**src/rtl/hid_rpt_pkg.sv**
```systemverilog
package hid_rpt_pkg;

  localparam int NUM_BTN  = 4;
  localparam int NUM_GPIO = 4;

  localparam int BTN_VUP   = 0;
  localparam int BTN_VDN   = 1;
  localparam int BTN_PMUTE = 2;
  localparam int BTN_RMUTE = 3;

  typedef enum logic [1:0] {
    MODE_GPIO   = 2'b00,
    MODE_RSV    = 2'b01,
    MODE_EE     = 2'b10,
    MODE_EE_ALT = 2'b11
  } rpt_mode_e;

  // modes with the top bit set route bytes 1..3 to the EEPROM registers
  function automatic logic mode_is_ee(input logic [1:0] m);
    return m[1];
  endfunction

  // status byte: mode tag, reserved zeros, two events, two live levels
  function automatic logic [7:0] status_byte(input logic ee, input logic rec_evt,
                                             input logic play_evt, input logic vdn,
                                             input logic vup);
    return {ee, 1'b0, 2'b00, rec_evt, play_evt, vdn, vup};
  endfunction

  // pins set to drive read as zero in the report
  function automatic logic [7:0] gpio_byte(input logic [NUM_GPIO-1:0] lvl,
                                           input logic [NUM_GPIO-1:0] dir);
    return {{(8-NUM_GPIO){1'b0}}, lvl & ~dir};
  endfunction

  // falling event bits come only from acknowledgement; they never request a report
  function automatic logic [31:0] evt_fall_mask(input logic [31:0] prev,
                                                input logic [31:0] cur);
    logic [31:0] m;
    m = '0;
    m[BTN_PMUTE] = prev[BTN_PMUTE] & ~cur[BTN_PMUTE];
    m[BTN_RMUTE] = prev[BTN_RMUTE] & ~cur[BTN_RMUTE];
    return m;
  endfunction

endpackage

```
**src/rtl/hid_btn_debounce.sv**
```systemverilog
module hid_btn_debounce #(
  parameter int unsigned DEB_CYCLES = 120000
) (
  input  logic clk,
  input  logic rst_n,
  input  logic pin_n,
  output logic pressed,
  output logic release_p
);
  localparam int unsigned CW = $clog2(DEB_CYCLES + 1);
  localparam logic [CW-1:0] LAST = CW'(DEB_CYCLES - 1);

  logic          s1, s2, stable;
  logic [CW-1:0] cnt;
  logic          accept;

  assign accept = (s2 != stable) && (cnt == LAST);

  always_ff @(posedge clk) begin
    if (!rst_n) begin
      s1     <= 1'b1;
      s2     <= 1'b1;
      stable <= 1'b1;
      cnt    <= '0;
    end else begin
      s1 <= pin_n;
      s2 <= s1;
      if (s2 == stable) begin
        cnt <= '0;
      end else if (accept) begin
        stable <= s2;
        cnt    <= '0;
      end else begin
        cnt <= cnt + 1'b1;
      end
    end
  end

  assign pressed   = ~stable;
  assign release_p = accept & s2;
endmodule

```
**src/rtl/hid_out_bank.sv**
```systemverilog
module hid_out_bank
  import hid_rpt_pkg::*;
(
  input  logic                clk,
  input  logic                rst_n,
  input  logic                wr,
  input  logic [1:0]          addr,
  input  logic [7:0]          data,
  output logic [1:0]          mode,
  output logic [NUM_GPIO-1:0] gpio_drv,
  output logic [NUM_GPIO-1:0] gpio_dir,
  output logic                spdif_valid,
  output logic [3:0]          spdif_nib,
  output logic [7:0]          spdif_cat,
  output logic [7:0]          ee_d0,
  output logic [7:0]          ee_d1,
  output logic [7:0]          ee_ctl,
  output logic                ee_start
);
  logic       wr0, wr1, wr2, wr3;
  logic       cur_gpio, cur_ee;
  logic [1:0] new_mode;

  assign wr0      = wr && (addr == 2'd0);
  assign wr1      = wr && (addr == 2'd1);
  assign wr2      = wr && (addr == 2'd2);
  assign wr3      = wr && (addr == 2'd3);
  assign cur_gpio = (mode == MODE_GPIO);
  assign cur_ee   = mode_is_ee(mode);
  assign new_mode = data[7:6];

  always_ff @(posedge clk) begin
    if (!rst_n) begin
      mode        <= MODE_GPIO;
      gpio_drv    <= '0;
      gpio_dir    <= '0;
      spdif_valid <= 1'b0;
      spdif_nib   <= '0;
      spdif_cat   <= '0;
      ee_d0       <= '0;
      ee_d1       <= '0;
      ee_ctl      <= '0;
      ee_start    <= 1'b0;
    end else begin
      ee_start <= 1'b0;
      if (wr0) begin
        mode <= new_mode;
        if (new_mode == MODE_GPIO) begin
          spdif_valid <= data[4];
          spdif_nib   <= data[3:0];
        end
      end
      if (wr1) begin
        if (cur_gpio)    gpio_drv <= data[NUM_GPIO-1:0];
        else if (cur_ee) ee_d0    <= data;
      end
      if (wr2) begin
        if (cur_gpio)    gpio_dir <= data[NUM_GPIO-1:0];
        else if (cur_ee) ee_d1    <= data;
      end
      if (wr3) begin
        if (cur_gpio) begin
          spdif_cat <= data;
        end else if (cur_ee) begin
          ee_ctl   <= data;
          ee_start <= 1'b1;
        end
      end
    end
  end
endmodule

```
**src/rtl/hid_in_report.sv**
```systemverilog
module hid_in_report
  import hid_rpt_pkg::*;
(
  input  logic                clk,
  input  logic                rst_n,
  input  logic [1:0]          mode,
  input  logic                vup_lvl,
  input  logic                vdn_lvl,
  input  logic                play_rel_p,
  input  logic                rec_rel_p,
  input  logic [NUM_GPIO-1:0] gpio_in,
  input  logic [NUM_GPIO-1:0] gpio_dir,
  input  logic [7:0]          ee_d0_i,
  input  logic [7:0]          ee_d1_i,
  input  logic [7:0]          ee_ctl_i,
  input  logic                ee_done,
  input  logic                rpt_ack,
  output logic [31:0]         report,
  output logic                irq_req,
  output logic                rec_muted,
  output logic                rpt_changed
);
  logic [NUM_GPIO-1:0] g1, g2;
  logic                play_evt, rec_evt;
  logic [31:0]         prev;
  logic                ee_sel;

  assign ee_sel = mode_is_ee(mode);

  always_comb begin
    report[7:0]   = status_byte(ee_sel, rec_evt, play_evt, vdn_lvl, vup_lvl);
    report[15:8]  = ee_sel ? ee_d0_i  : gpio_byte(g2, gpio_dir);
    report[23:16] = ee_sel ? ee_d1_i  : 8'h00;
    report[31:24] = ee_sel ? ee_ctl_i : 8'h00;
  end

  assign rpt_changed = |((report ^ prev) & ~evt_fall_mask(prev, report));

  always_ff @(posedge clk) begin
    if (!rst_n) begin
      g1        <= '0;
      g2        <= '0;
      play_evt  <= 1'b0;
      rec_evt   <= 1'b0;
      rec_muted <= 1'b0;
      prev      <= '0;
      irq_req   <= 1'b0;
    end else begin
      g1        <= gpio_in;
      g2        <= g1;
      play_evt  <= (play_evt & ~rpt_ack) | play_rel_p;
      rec_evt   <= (rec_evt & ~rpt_ack) | rec_rel_p;
      rec_muted <= rec_muted ^ (rpt_ack & rec_evt);
      prev      <= report;
      irq_req   <= (irq_req & ~rpt_ack) | rpt_changed | ee_done;
    end
  end
endmodule

```
**src/rtl/hid_report_ctrl.sv**
```systemverilog
module hid_report_ctrl
  import hid_rpt_pkg::*;
#(
  parameter int unsigned CLK_HZ = 12000000,
  parameter int unsigned DEB_MS = 10
) (
  input  logic        clk,
  input  logic        rst_n,
  input  logic [3:0]  btn_n,
  input  logic        out_wr,
  input  logic [1:0]  out_addr,
  input  logic [7:0]  out_data,
  input  logic        rpt_ack,
  output logic [31:0] in_report,
  output logic        irq_req,
  input  logic [3:0]  gpio_in,
  output logic [3:0]  gpio_out,
  output logic [3:0]  gpio_oe,
  output logic        spdif_valid,
  output logic [3:0]  spdif_cs_nib,
  output logic [7:0]  spdif_category,
  output logic [7:0]  ee_data0_o,
  output logic [7:0]  ee_data1_o,
  output logic [7:0]  ee_ctrl_o,
  output logic        ee_start,
  input  logic [7:0]  ee_data0_i,
  input  logic [7:0]  ee_data1_i,
  input  logic [7:0]  ee_ctrl_i,
  input  logic        ee_done,
  output logic        rec_led
);
  localparam int unsigned DEB_RAW    = (CLK_HZ / 1000) * DEB_MS;
  localparam int unsigned DEB_CYCLES = (DEB_RAW < 2) ? 2 : DEB_RAW;

  logic [NUM_BTN-1:0]  btn_pressed_w;
  logic [NUM_BTN-1:0]  btn_release_w;
  logic [1:0]          mode_w;
  logic [NUM_GPIO-1:0] gpio_dir_w;
  logic                rpt_changed_w;

  for (genvar b = 0; b < NUM_BTN; b++) begin : g_btn
    hid_btn_debounce #(.DEB_CYCLES(DEB_CYCLES)) u_deb (
      .clk       (clk),
      .rst_n     (rst_n),
      .pin_n     (btn_n[b]),
      .pressed   (btn_pressed_w[b]),
      .release_p (btn_release_w[b])
    );
  end

  hid_out_bank u_out (
    .clk         (clk),
    .rst_n       (rst_n),
    .wr          (out_wr),
    .addr        (out_addr),
    .data        (out_data),
    .mode        (mode_w),
    .gpio_drv    (gpio_out),
    .gpio_dir    (gpio_dir_w),
    .spdif_valid (spdif_valid),
    .spdif_nib   (spdif_cs_nib),
    .spdif_cat   (spdif_category),
    .ee_d0       (ee_data0_o),
    .ee_d1       (ee_data1_o),
    .ee_ctl      (ee_ctrl_o),
    .ee_start    (ee_start)
  );

  assign gpio_oe = gpio_dir_w;

  hid_in_report u_in (
    .clk         (clk),
    .rst_n       (rst_n),
    .mode        (mode_w),
    .vup_lvl     (btn_pressed_w[BTN_VUP]),
    .vdn_lvl     (btn_pressed_w[BTN_VDN]),
    .play_rel_p  (btn_release_w[BTN_PMUTE]),
    .rec_rel_p   (btn_release_w[BTN_RMUTE]),
    .gpio_in     (gpio_in),
    .gpio_dir    (gpio_dir_w),
    .ee_d0_i     (ee_data0_i),
    .ee_d1_i     (ee_data1_i),
    .ee_ctl_i    (ee_ctrl_i),
    .ee_done     (ee_done),
    .rpt_ack     (rpt_ack),
    .report      (in_report),
    .irq_req     (irq_req),
    .rec_muted   (rec_led),
    .rpt_changed (rpt_changed_w)
  );
endmodule

```
**config.mk**
```make
export PLATFORM = sky130hd
export DESIGN_NAME = hid_report_ctrl
export DESIGN_NICKNAME = d
export VERILOG_FILES = /design/src/rtl/hid_rpt_pkg.sv /design/src/rtl/hid_btn_debounce.sv /design/src/rtl/hid_out_bank.sv /design/src/rtl/hid_in_report.sv /design/src/rtl/hid_report_ctrl.sv
export SDC_FILE = /design/constraint.sdc
export NUM_CORES = 1
export LEC_CHECK = 0
export BUFFER_PORTS_ARGS = -buffer_cell sky130_fd_sc_hd__buf_2
export CORE_MARGIN = 2
export CORE_UTILIZATION = 50
export CTS_BUF_LIST = sky130_fd_sc_hd__clkbuf_8 sky130_fd_sc_hd__clkbuf_16
export DETAILED_ROUTE_END_ITERATION = 10
export GPL_TIMING_DRIVEN = 0
export PLACE_DENSITY = 0.79
export SYNTH_ARGS = -nofsm -noshare
export SYNTH_HDL_FRONTEND = slang
export SYNTH_SLANG_ARGS = --single-unit
export TNS_END_PERCENT = 5
```
**constraint.sdc**
```tcl
create_clock -name clk -period 5.28 [get_ports clk]
set_input_delay 0 -clock clk [delete_from_list [all_inputs] [get_ports clk]]
set_output_delay 0 -clock clk [all_outputs]
set_load 0.03 [all_outputs]
```
==> results.json, run 1 <==
{
  "worstSetupEndpointType": "output port",
  "p_per_area_nw_per_um2": 305.7,
  "syn_avg_cell_area_um2": 9.081,
  "grt_pass1_vias": 5586,
  "crit_fanout": 10,
  "clkPwrFrac_pct": 46.1,
  "finalWirelength_um": 16800,
  "port_buffers": 122,
  "drtAntennaViolNets": 0,
  "rsz0062_at_grt": "no",
  "max_clock_freq_mhz": 386.6,
  "worst_pin_slew_ps": 705.4,
  "slew_violations": 0,
  "htreeDepth": 4,
  "yosysSeqAreaShare_pct": 47.34,
  "ys_ff_latch": 169,
  "grt_pass1_wl_um": 26360,
  "layout_common_cells": "dfxtp_1 (169), buf_2 (129), nand2_1 (89), nor2_1 (83), xor2_1 (44)",
  "cts_tree": "built",
  "n_antenna_cell": 0,
  "cts_buffer_depth": 2,
  "dieArea_um2": 15270,
  "hold_ws_ps": 34.18,
  "antenna_found_initial": 0,
  "cp.required_ps": 5280,
  "viasPerCell": 5.172,
  "tns_ps": 0,
  "gp_congestion": 0.8587,
  "grt_max_degree": 17,
  "vias": 6025,
  "comb_power_share_pct": 6.8,
  "maxSlewHeadroom_pct": 52.54,
  "ys.flop_type": "dfxtp_1",
  "die_h_um": 123.6,
  "async_reset_ff_share_pct": 0,
  "cts_resized": 0,
  "ios": 127,
  "startpoint_type": "register",
  "clock_skew_ps": 8.492,
  "root_buffer": "clkbuf_16",
  "synth_cell_type_count": 50,
  "layout.nets": 1023,
  "yosys_warnings": 0,
  "critPathArrivalTime_ps": 2590,
  "final_cells": 1165,
  "firstDrtPassIters": 5,
  "cts_inserted_buffers": 17,
  "drive_above_1_share_pct": 18.27,
  "placed_cells_incl_taps": 1091,
  "status": "completed",
  "grtUsageTotal_pct": 22.33,
  "rows": 43,
  "peakVddDrop_v": 0.0002154,
  "syn_to_final_growth_pct": 26.24,
  "fin_crit_ps": 2586,
  "first_iter_violations": 430,
  "grt-ovfl-total": 0,
  "cap_violations": 0,
  "clkTransAtPathRegs_ps": 60,
  "p_seq_share_pct": 47.2,
  "synthCells": 787,
  "insertion_delay_ps": 430,
  "start_util_pct": 51.29,
  "core_um2": 13930,
  "period_share_pct": 48.99,
  "intPower_mw": 2.131,
  "power.switching_uw": 626.9,
  "die_w_um": 123.6,
  "place_hpwl_um": 11600,
  "wl_per_cell_um": 14.42,
  "hold_violations": 0,
  "drc": 0,
  "synth.cell_area_um2": 7147,
  "synth_edf_count": 0,
  "setup_viol": 0,
  "crit_type": "register to output port",
  "worstHoldPathType": "input pin to register",
  "power_leakage_nw": 3.727,
  "clock_sinks": 169,
  "layout_commonest_cell": "dfxtp_1",
  "p_sw_share_pct": 22.73
}
==> routing by layer <==
metal	wire, um	vias up	track usage, %
met5	0	-	0
met4	339	0	9.588
met1	7325	2832	27.82
met2	8139	159	37.02
met3	995	28	5.120
li1	-	3006	-
==> cell type report <==
cell class              instances  area [um^2]
fillers                      1140         4912
multi-input cells             565         3507
flip-flops and latches        169         3383
repair buffers                164         1031
clock buffers                  18        439.2
well taps                     180        225.2
plain buffers                  37        196.4
clock inverters                14        172.7
inverters                      18        67.56
==> repair_timing <==
action | 4_1_cts | 5_1_grt
buffers inserted | 0 | 0
hold endpoints to repair | 81 | 0
hold buffers | 42 | 0
==> sequential cells by signal, summed over array words and instances, names as in the netlist, 2 cells and up <==
name	cells
g_btn.u_deb.s1	4
u_in.g1	4
g_btn.u_deb.stable	4
u_out.spdif_cat	8
u_out.ee_ctl	8
g_btn.u_deb.s2	4
u_out.mode	2
g_btn.u_deb.cnt	68
u_out.gpio_dir	4
u_out.spdif_nib	4
u_out.ee_d0	8
u_in.prev	29
u_out.ee_d1	8
u_out.gpio_drv	4
u_in.g2	4
==> logic make-up after synthesis <==
family | share of synthesized area, %
muxes | 3.361
AOI/OAI and AO/OA | 6.303
xor gates and xnor gates | 9.804
buffers and inverters | 3.694
other | 0.05247
DFF | 47.34
and+or+nand+nor | 28.75
adders and majority gates | 0.7003
==> worst max-delay path, cell delays in order (launching register included) <==
cell      delay, ps
dfxtp_1         450
clkbuf_1        370
buf_2           290
buf_2           230
clkbuf_1        410
and2_1          200
buf_2           200
==> synth_stat cells (3+ instances only) <==
library cell,n,share of area [%]
dfxtp_1,169,47
and3_1,32,2.8
xnor2_1,36,4.4
and4_1,9,1.1
nand2_1,89,4.7
nor3_1,6,0.42
a21oi_1,3,0.21
nor4bb_1,3,0.42
xor2_1,44,5.4
and2_1,39,3.4
inv_1,18,0.95
clkbuf_1,19,1.0
a21boi_0,26,2.7
buf_4,10,1.1
nor4_1,7,0.61
mux2i_1,24,3.4
a22o_1,3,0.37
nand2b_1,17,1.5
nand3_1,38,2.7
buf_2,7,0.49
nand4_1,13,1.1
ha_1,4,0.70
nor2_1,83,4.4
o22ai_1,5,0.44
nor2b_1,34,3.0
o21ai_0,14,0.98
nand4b_1,5,0.61
==> per-stage QoR <==
| stage | setup slack (ps) | total power, mW | utilization, % | cell area [um^2] |
|---|---|---|---|---|
| detailed placement | 3130 | 1.489 | 57.34 | 7990 |
| CTS | 2671 | 2.779 | 64.75 | 9022 |
| global placement | 3150 | 1.487 | 57.34 | 7990 |
| floorplan | 3416 | 1.423 | - | 7154 |
| finish | 2694 | 2.758 | 64.75 | 9022 |
| global route | 2488 | 2.848 | 64.75 | 9022 |
==> path summary, 6_finish.rpt <==
path / from / end / slack (ps) / depth (start not counted)
worst max-delay path: u_out.mode[1] / in_report[24] / 2690 / 6
worst min-delay path: out_addr[0] / u_out.mode[0] / 30 / 4
worst max register to register: g_btn[2].u_deb.cnt[0] / g_btn[2].u_deb.cnt[16] / 3230 / 8
worst min register to register: g_btn[0].u_deb.s1 / g_btn[0].u_deb.s2 / 410 / 1
==> power by group through the flow <==
stage                     clock network (mW)  logic [mW]  registers (mW)
after global placement                     0       0.159            1.33
after CTS                               1.29       0.185            1.30
final                                   1.27       0.186            1.30
after global routing                    1.34       0.201            1.30
after detailed placement                   0       0.160            1.33
after floorplan                            0      0.0837            1.34
Power figures use the tool's default switching activity.
==> run 2: changes to the inputs <==
Settings changed: PLACE_DENSITY 0.79 to 0.81.
Clock period 5.28 ns to 2.1 ns, I/O delays scaled along.
==> run 2 against run 1 <==
Combinational power grew to 2.5 times the previous value. Core utilization is 0.49 points higher. Count of clock-buffer cells in the layout is 2 higher. Sequential share of layout area is 0.26 points lower. Routed wire length is 1.1% lower. Die area stayed put. Via count is 0.66% lower. Clock skew is 1.1 ps lower. Global-route usage is 0.21 points lower. Critical path type unchanged. Largest cell class unchanged. Largest power group is now the clock network. Highest routed layer unchanged.
==> results.json, run 2 (synthesis results as in run 1) <==
{
  "crit_fanout": 19,
  "final_cells": 1164,
  "antenna_found_initial": 0,
  "finalWirelength_um": 16610,
  "cap_violations": 0,
  "layout_commonest_cell": "dfxtp_1",
  "r2r_start": "g_btn[2].u_deb.cnt[1]",
  "rows": 43,
  "firstDrtPassIters": 5,
  "gp_congestion": 0.8179,
  "crit_type": "register to output port",
  "maxSlewHeadroom_pct": 55.24,
  "p_seq_share_pct": 46.3,
  "clock_skew_ps": 7.385,
  "vias": 5985,
  "worst_pin_slew_ps": 671.4,
  "grtUsageTotal_pct": 22.13,
  "path_cells": "clkbuf_4 -> buf_2 -> clkbuf_4 -> and2_1 -> buf_2",
  "met3_length_um": 838,
  "grt_pass1_vias": 5589,
  "worstHoldStart": "out_addr[0]",
  "final_area_um2": 9091,
  "grt_max_degree": 17,
  "status": "completed",
  "fin_ws_ps": 142.4,
  "die_w_um": 123.6,
  "power.switching_mw": 1.526,
  "grt_pass1_wl_um": 26360,
  "clkTransAtPathRegs_ps": 60,
  "top_register": "g_btn.u_deb.cnt",
  "grt-ovfl-total": 0,
  "reg2reg_slack_ps": 160,
  "place_hpwl_um": 11380,
  "peakVddDrop_v": 0.0006612,
  "htreeDepth": 4,
  "p_per_area_nw_per_um2": 776.5,
  "period_share_pct": 93.22,
  "n_antenna_cell": 0,
  "hold_violations": 0,
  "startpoint_type": "register",
  "wl_met2_um": 7993,
  "crit_start": "u_out.mode[1]",
  "insertion_delay_ps": 420,
  "cts_inserted_buffers": 17,
  "clock_sinks": 169,
  "viasPerCell": 5.142,
  "power_leakage_nw": 3.791,
  "dieArea_um2": 15270,
  "critPathArrivalTime_ps": 1960,
  "ios": 127,
  "cts_buffer_depth": 2,
  "top_regs": "g_btn.u_deb.cnt (68), u_in.prev (29)",
  "max_clock_freq_mhz": 510.8,
  "worstSetupEndpointType": "output port",
  "syn_to_final_growth_pct": 27.21,
  "p_sw_share_pct": 21.62,
  "cp.required_ps": 2100,
  "cts_tree": "built",
  "place_area_um2": 7990,
  "placed_cells_incl_taps": 1091,
  "largest_reg_flops": 68,
  "port_buffers": 122,
  "drtAntennaViolNets": 0,
  "layout.nets": 1023,
  "hold_ws_ps": 47.80,
  "setup_viol": 0,
  "die_h_um": 123.6,
  "slowest_delay_ps": 400,
  "root_buffer": "clkbuf_16",
  "drive_above_1_share_pct": 19.00,
  "clkPwrFrac_pct": 47.0,
  "top_layer_used": "met4",
  "drc": 0,
  "pre_cts_slack_ps": -52.20,
  "intPower_mw": 5.533,
  "first_iter_violations": 411,
  "worstHoldPathType": "input pin to register",
  "layout_common_cells": "dfxtp_1 (167), buf_2 (128), nand2_1 (89), nor2_1 (83), xor2_1 (44)",
  "slowest_stage": "dfxtp_2",
  "fin_crit_ps": 1958,
  "slew_violations": 0,
  "power_mw": 7.059,
  "start_util_pct": 51.29,
  "wl_per_cell_um": 14.27,
  "core_um2": 13930,
  "wl_met1_um": 7379,
  "comb_power_share_pct": 6.7
}
==> run 2: path summary, 6_finish.rpt <==
check	to	depth (start not counted)
hold reg to reg	g_btn[0].u_deb.s2	1
setup / recovery	in_report[15]	5
hold / removal	u_out.mode[1]	4
setup reg to reg	g_btn[2].u_deb.cnt[16]	8
==> run 2: stage by stage <==
stage / utilization (%) / TNS (ps)
3_5_place_dp: 57.34 / -394.4
3_3_place_gp: 57.34 / -198.3
4_1_cts: 65.01 / 0
2_1_floorplan: - / 0
5_1_grt: 65.24 / -419.0
6_report: 65.24 / 0
==> run 2: area by class of cell <==
cell class | instances | area (um^2)
Fill cell | 1128 | 4843
Buffer | 36 | 202.7
Sequential cell | 169 | 3386
Timing Repair Buffer | 165 | 1039
Clock buffer | 20 | 466.7
Tap cell | 180 | 225.2
Multi-Input combinational cell | 565 | 3536
Clock inverter | 11 | 168.9
Inverter | 18 | 67.56
==> run 2: critical path: cells and delay by family (launching register included) <==
kind / cells / cell delay, ps
buffers and inverters: 4 / 970
and+or+nand+nor: 1 / 170
DFF: 1 / 400
==> run 2: repair_timing <==
item | in CTS | in global routing
hold endpoints to repair | 79 | 0
cloned | 0 | 0
hold buffers | 42 | 0
endpoints found under the setup margin | 22 | 44
buffers inserted | 0 | 1
resized for setup | 7 | 5
==> run 2: power groups by stage <==
stage | registers, mW | clock network, mW | logic (mW)
finish | 3.27 | 3.32 | 0.474
global route | 3.27 | 3.49 | 0.513
CTS | 3.27 | 3.36 | 0.468
detailed placement | 3.34 | 0 | 0.403
global placement | 3.34 | 0 | 0.400
floorplan | 3.37 | 0 | 0.210
==> run 2: metal layers <==
metal	up-vias	GRT usage (%)
li1	3023	-
met2	154	36.44
met4	0	7.741
met5	-	0
met1	2778	28.05
met3	30	5.766
==> run 3: changes to the inputs <==
Settings changed: PLACE_DENSITY 0.81 to 0.75.
==> run 3 against run 2 <==
Critical path depth is 1 higher. Final cell count hardly changed. Sequential power hardly changed. Via count is 1.5% lower. Highest routed layer unchanged.
==> results.json, run 3 (synthesis results as in run 1) <==
{
  "status": "completed",
  "crit_fanout": 10,
  "worstSetupEndpointType": "register",
  "startpoint_type": "register",
  "worstHoldPathType": "input pin to register",
  "insertion_delay_ps": 420,
  "rr_endpoint": "g_btn[3].u_deb.cnt[16]",
  "power_mw": 6.997,
  "cap_violations": 0,
  "crit_type": "register to register",
  "grtUsageTotal_pct": 21.77,
  "die_w_um": 123.6,
  "hold_end": "u_out.mode[0]",
  "core_um2": 13930,
  "grt-ovfl-total": 0,
  "gp_congestion": 0.8225,
  "rows": 43,
  "hold_ws_ps": 62.01,
  "viasPerCell": 5.070,
  "grt_pass1_wl_um": 25750,
  "hold_violations": 0,
  "rsz0062_at_grt": "yes",
  "pre_cts_slack_ps": -117.9,
  "n_antenna_cell": 0,
  "htreeDepth": 4,
  "largest_reg_flops": 68,
  "power_leakage_nw": 3.766,
  "post_cts_buffers": 0,
  "r2r_start": "g_btn[3].u_deb.cnt[0]",
  "cts_buffer_depth": 2,
  "syn_to_final_growth_pct": 26.87,
  "place_hpwl_um": 11390,
  "grt_pass1_vias": 5291,
  "root_buffer": "clkbuf_16",
  "holdPathStages": 4,
  "reg2reg_depth": 6,
  "clock_skew_ps": 7.558,
  "die_h_um": 123.6,
  "dieArea_um2": 15270,
  "cts_tree": "built",
  "cp.required_ps": 2410,
  "vias": 5896,
  "clkTransAtPathRegs_ps": 60,
  "start_util_pct": 51.29,
  "layout_commonest_cell": "dfxtp_1",
  "layout.nets": 1022,
  "layout_common_cells": "dfxtp_1 (167), buf_2 (127), nand2_1 (89), nor2_1 (83), xor2_1 (44)",
  "p_per_area_nw_per_um2": 771.7,
  "port_buffers": 122,
  "drtAntennaViolNets": 0,
  "firstDrtPassIters": 5,
  "maxSlewHeadroom_pct": 52.07,
  "finalWirelength_um": 16330,
  "wl_per_cell_um": 14.04,
  "fin_crit_ps": 1944,
  "fin_ws_ps": 156.4,
  "critPathArrivalTime_ps": 2250,
  "period_share_pct": 92.55,
  "setup_viol": 0,
  "drc": 0,
  "ios": 127,
  "grt_max_degree": 20,
  "cts_inserted_buffers": 17,
  "reg2reg_slack_ps": 160,
  "clock_sinks": 169,
  "first_iter_violations": 461,
  "top_register": "g_btn.u_deb.cnt",
  "top_regs": "g_btn.u_deb.cnt (68), u_in.prev (29)",
  "worstHoldStart": "out_addr[1]",
  "slew_violations": 0,
  "peakVddDrop_v": 0.0005897,
  "worst_pin_slew_ps": 718.9,
  "max_clock_freq_mhz": 514.5,
  "drive_above_1_share_pct": 18.92,
  "tns_ps": 0,
  "antenna_found_initial": 0
}
[run 3: cell types whose count changed in the layout (fill, tap and decap cells not counted), sizes merged]
| cell | before | now |
|---|---|---|
| buf | 140 | 138 |
| clkbuf | 39 | 38 |
| clkinv | 5 | 3 |
| clkinvlp | 1 | 4 |
| inv | 19 | 20 |
[run 3: what timing repair did]
action,4_1_cts,5_1_grt
resized for setup,6,7
hold buffers,42,0
endpoints found under the hold margin,79,0
endpoints found under the setup margin,23,28
[run 3: metal layers]
layer	up-vias	GRT usage (%)	wire, um
li1	2997	-	-
met1	2742	27.88	7356
met2	142	35.27	7751
met3	15	5.304	904
met4	0	8.665	321
met5	-	0	0
[run 3: how the worst max path moves through the flow]
stage                                     start                      to  slack (ps)  cells after the start
after floorplan                   u_out.mode[1]           u_in.prev[10]         240                      5
final                     g_btn[3].u_deb.cnt[0]  g_btn[3].u_deb.cnt[16]         160                      6
after detailed placement          u_out.mode[1]           in_report[25]        -120                      6
after global routing      g_btn[2].u_deb.cnt[1]  g_btn[2].u_deb.cnt[12]           8                      8
after global placement            u_out.mode[1]           in_report[25]        -130                      6
after CTS                 g_btn[2].u_deb.cnt[0]  g_btn[2].u_deb.cnt[15]          60                      8
[run 3: critical path: stages, from the launching register on]
cell      delay, ps
dfxtp_1         370
ha_1            270
nand3_1         130
nor4_1          490
nand3b_2        300
buf_4           210
nor2_1           60
[run 3: per-stage QoR]
stage | utilization [%] | area (um^2) | std cells
2_1_floorplan | - | 7154 | 789
3_3_place_gp | 57.34 | 7990 | 1091
3_5_place_dp | 57.34 | 7990 | 1091
4_1_cts | 64.82 | 9032 | 1163
5_1_grt | 65.07 | 9067 | 1163
6_report | 65.07 | 9067 | 1163
[run 3: layout make-up]
| cell class | count | area (um^2) |
|---|---|---|
| Buffer | 36 | 202.7 |
| Clock buffer | 18 | 439.2 |
| Clock inverter | 13 | 177.7 |
| Fill cell | 1120 | 4867 |
| Inverter | 18 | 67.56 |
| Multi-Input combinational cell | 565 | 3538 |
| Sequential cell | 169 | 3386 |
| Tap cell | 180 | 225.2 |
| Timing Repair Buffer | 164 | 1031 |
[run 3: power breakdown]
group / leakage (nW) / switching, mW / internal [mW]
Combinational: 2.10 / 0.266 / 0.205
Sequential: 1.37 / 0.0227 / 3.25
Clock: 0.295 / 1.25 / 2.01
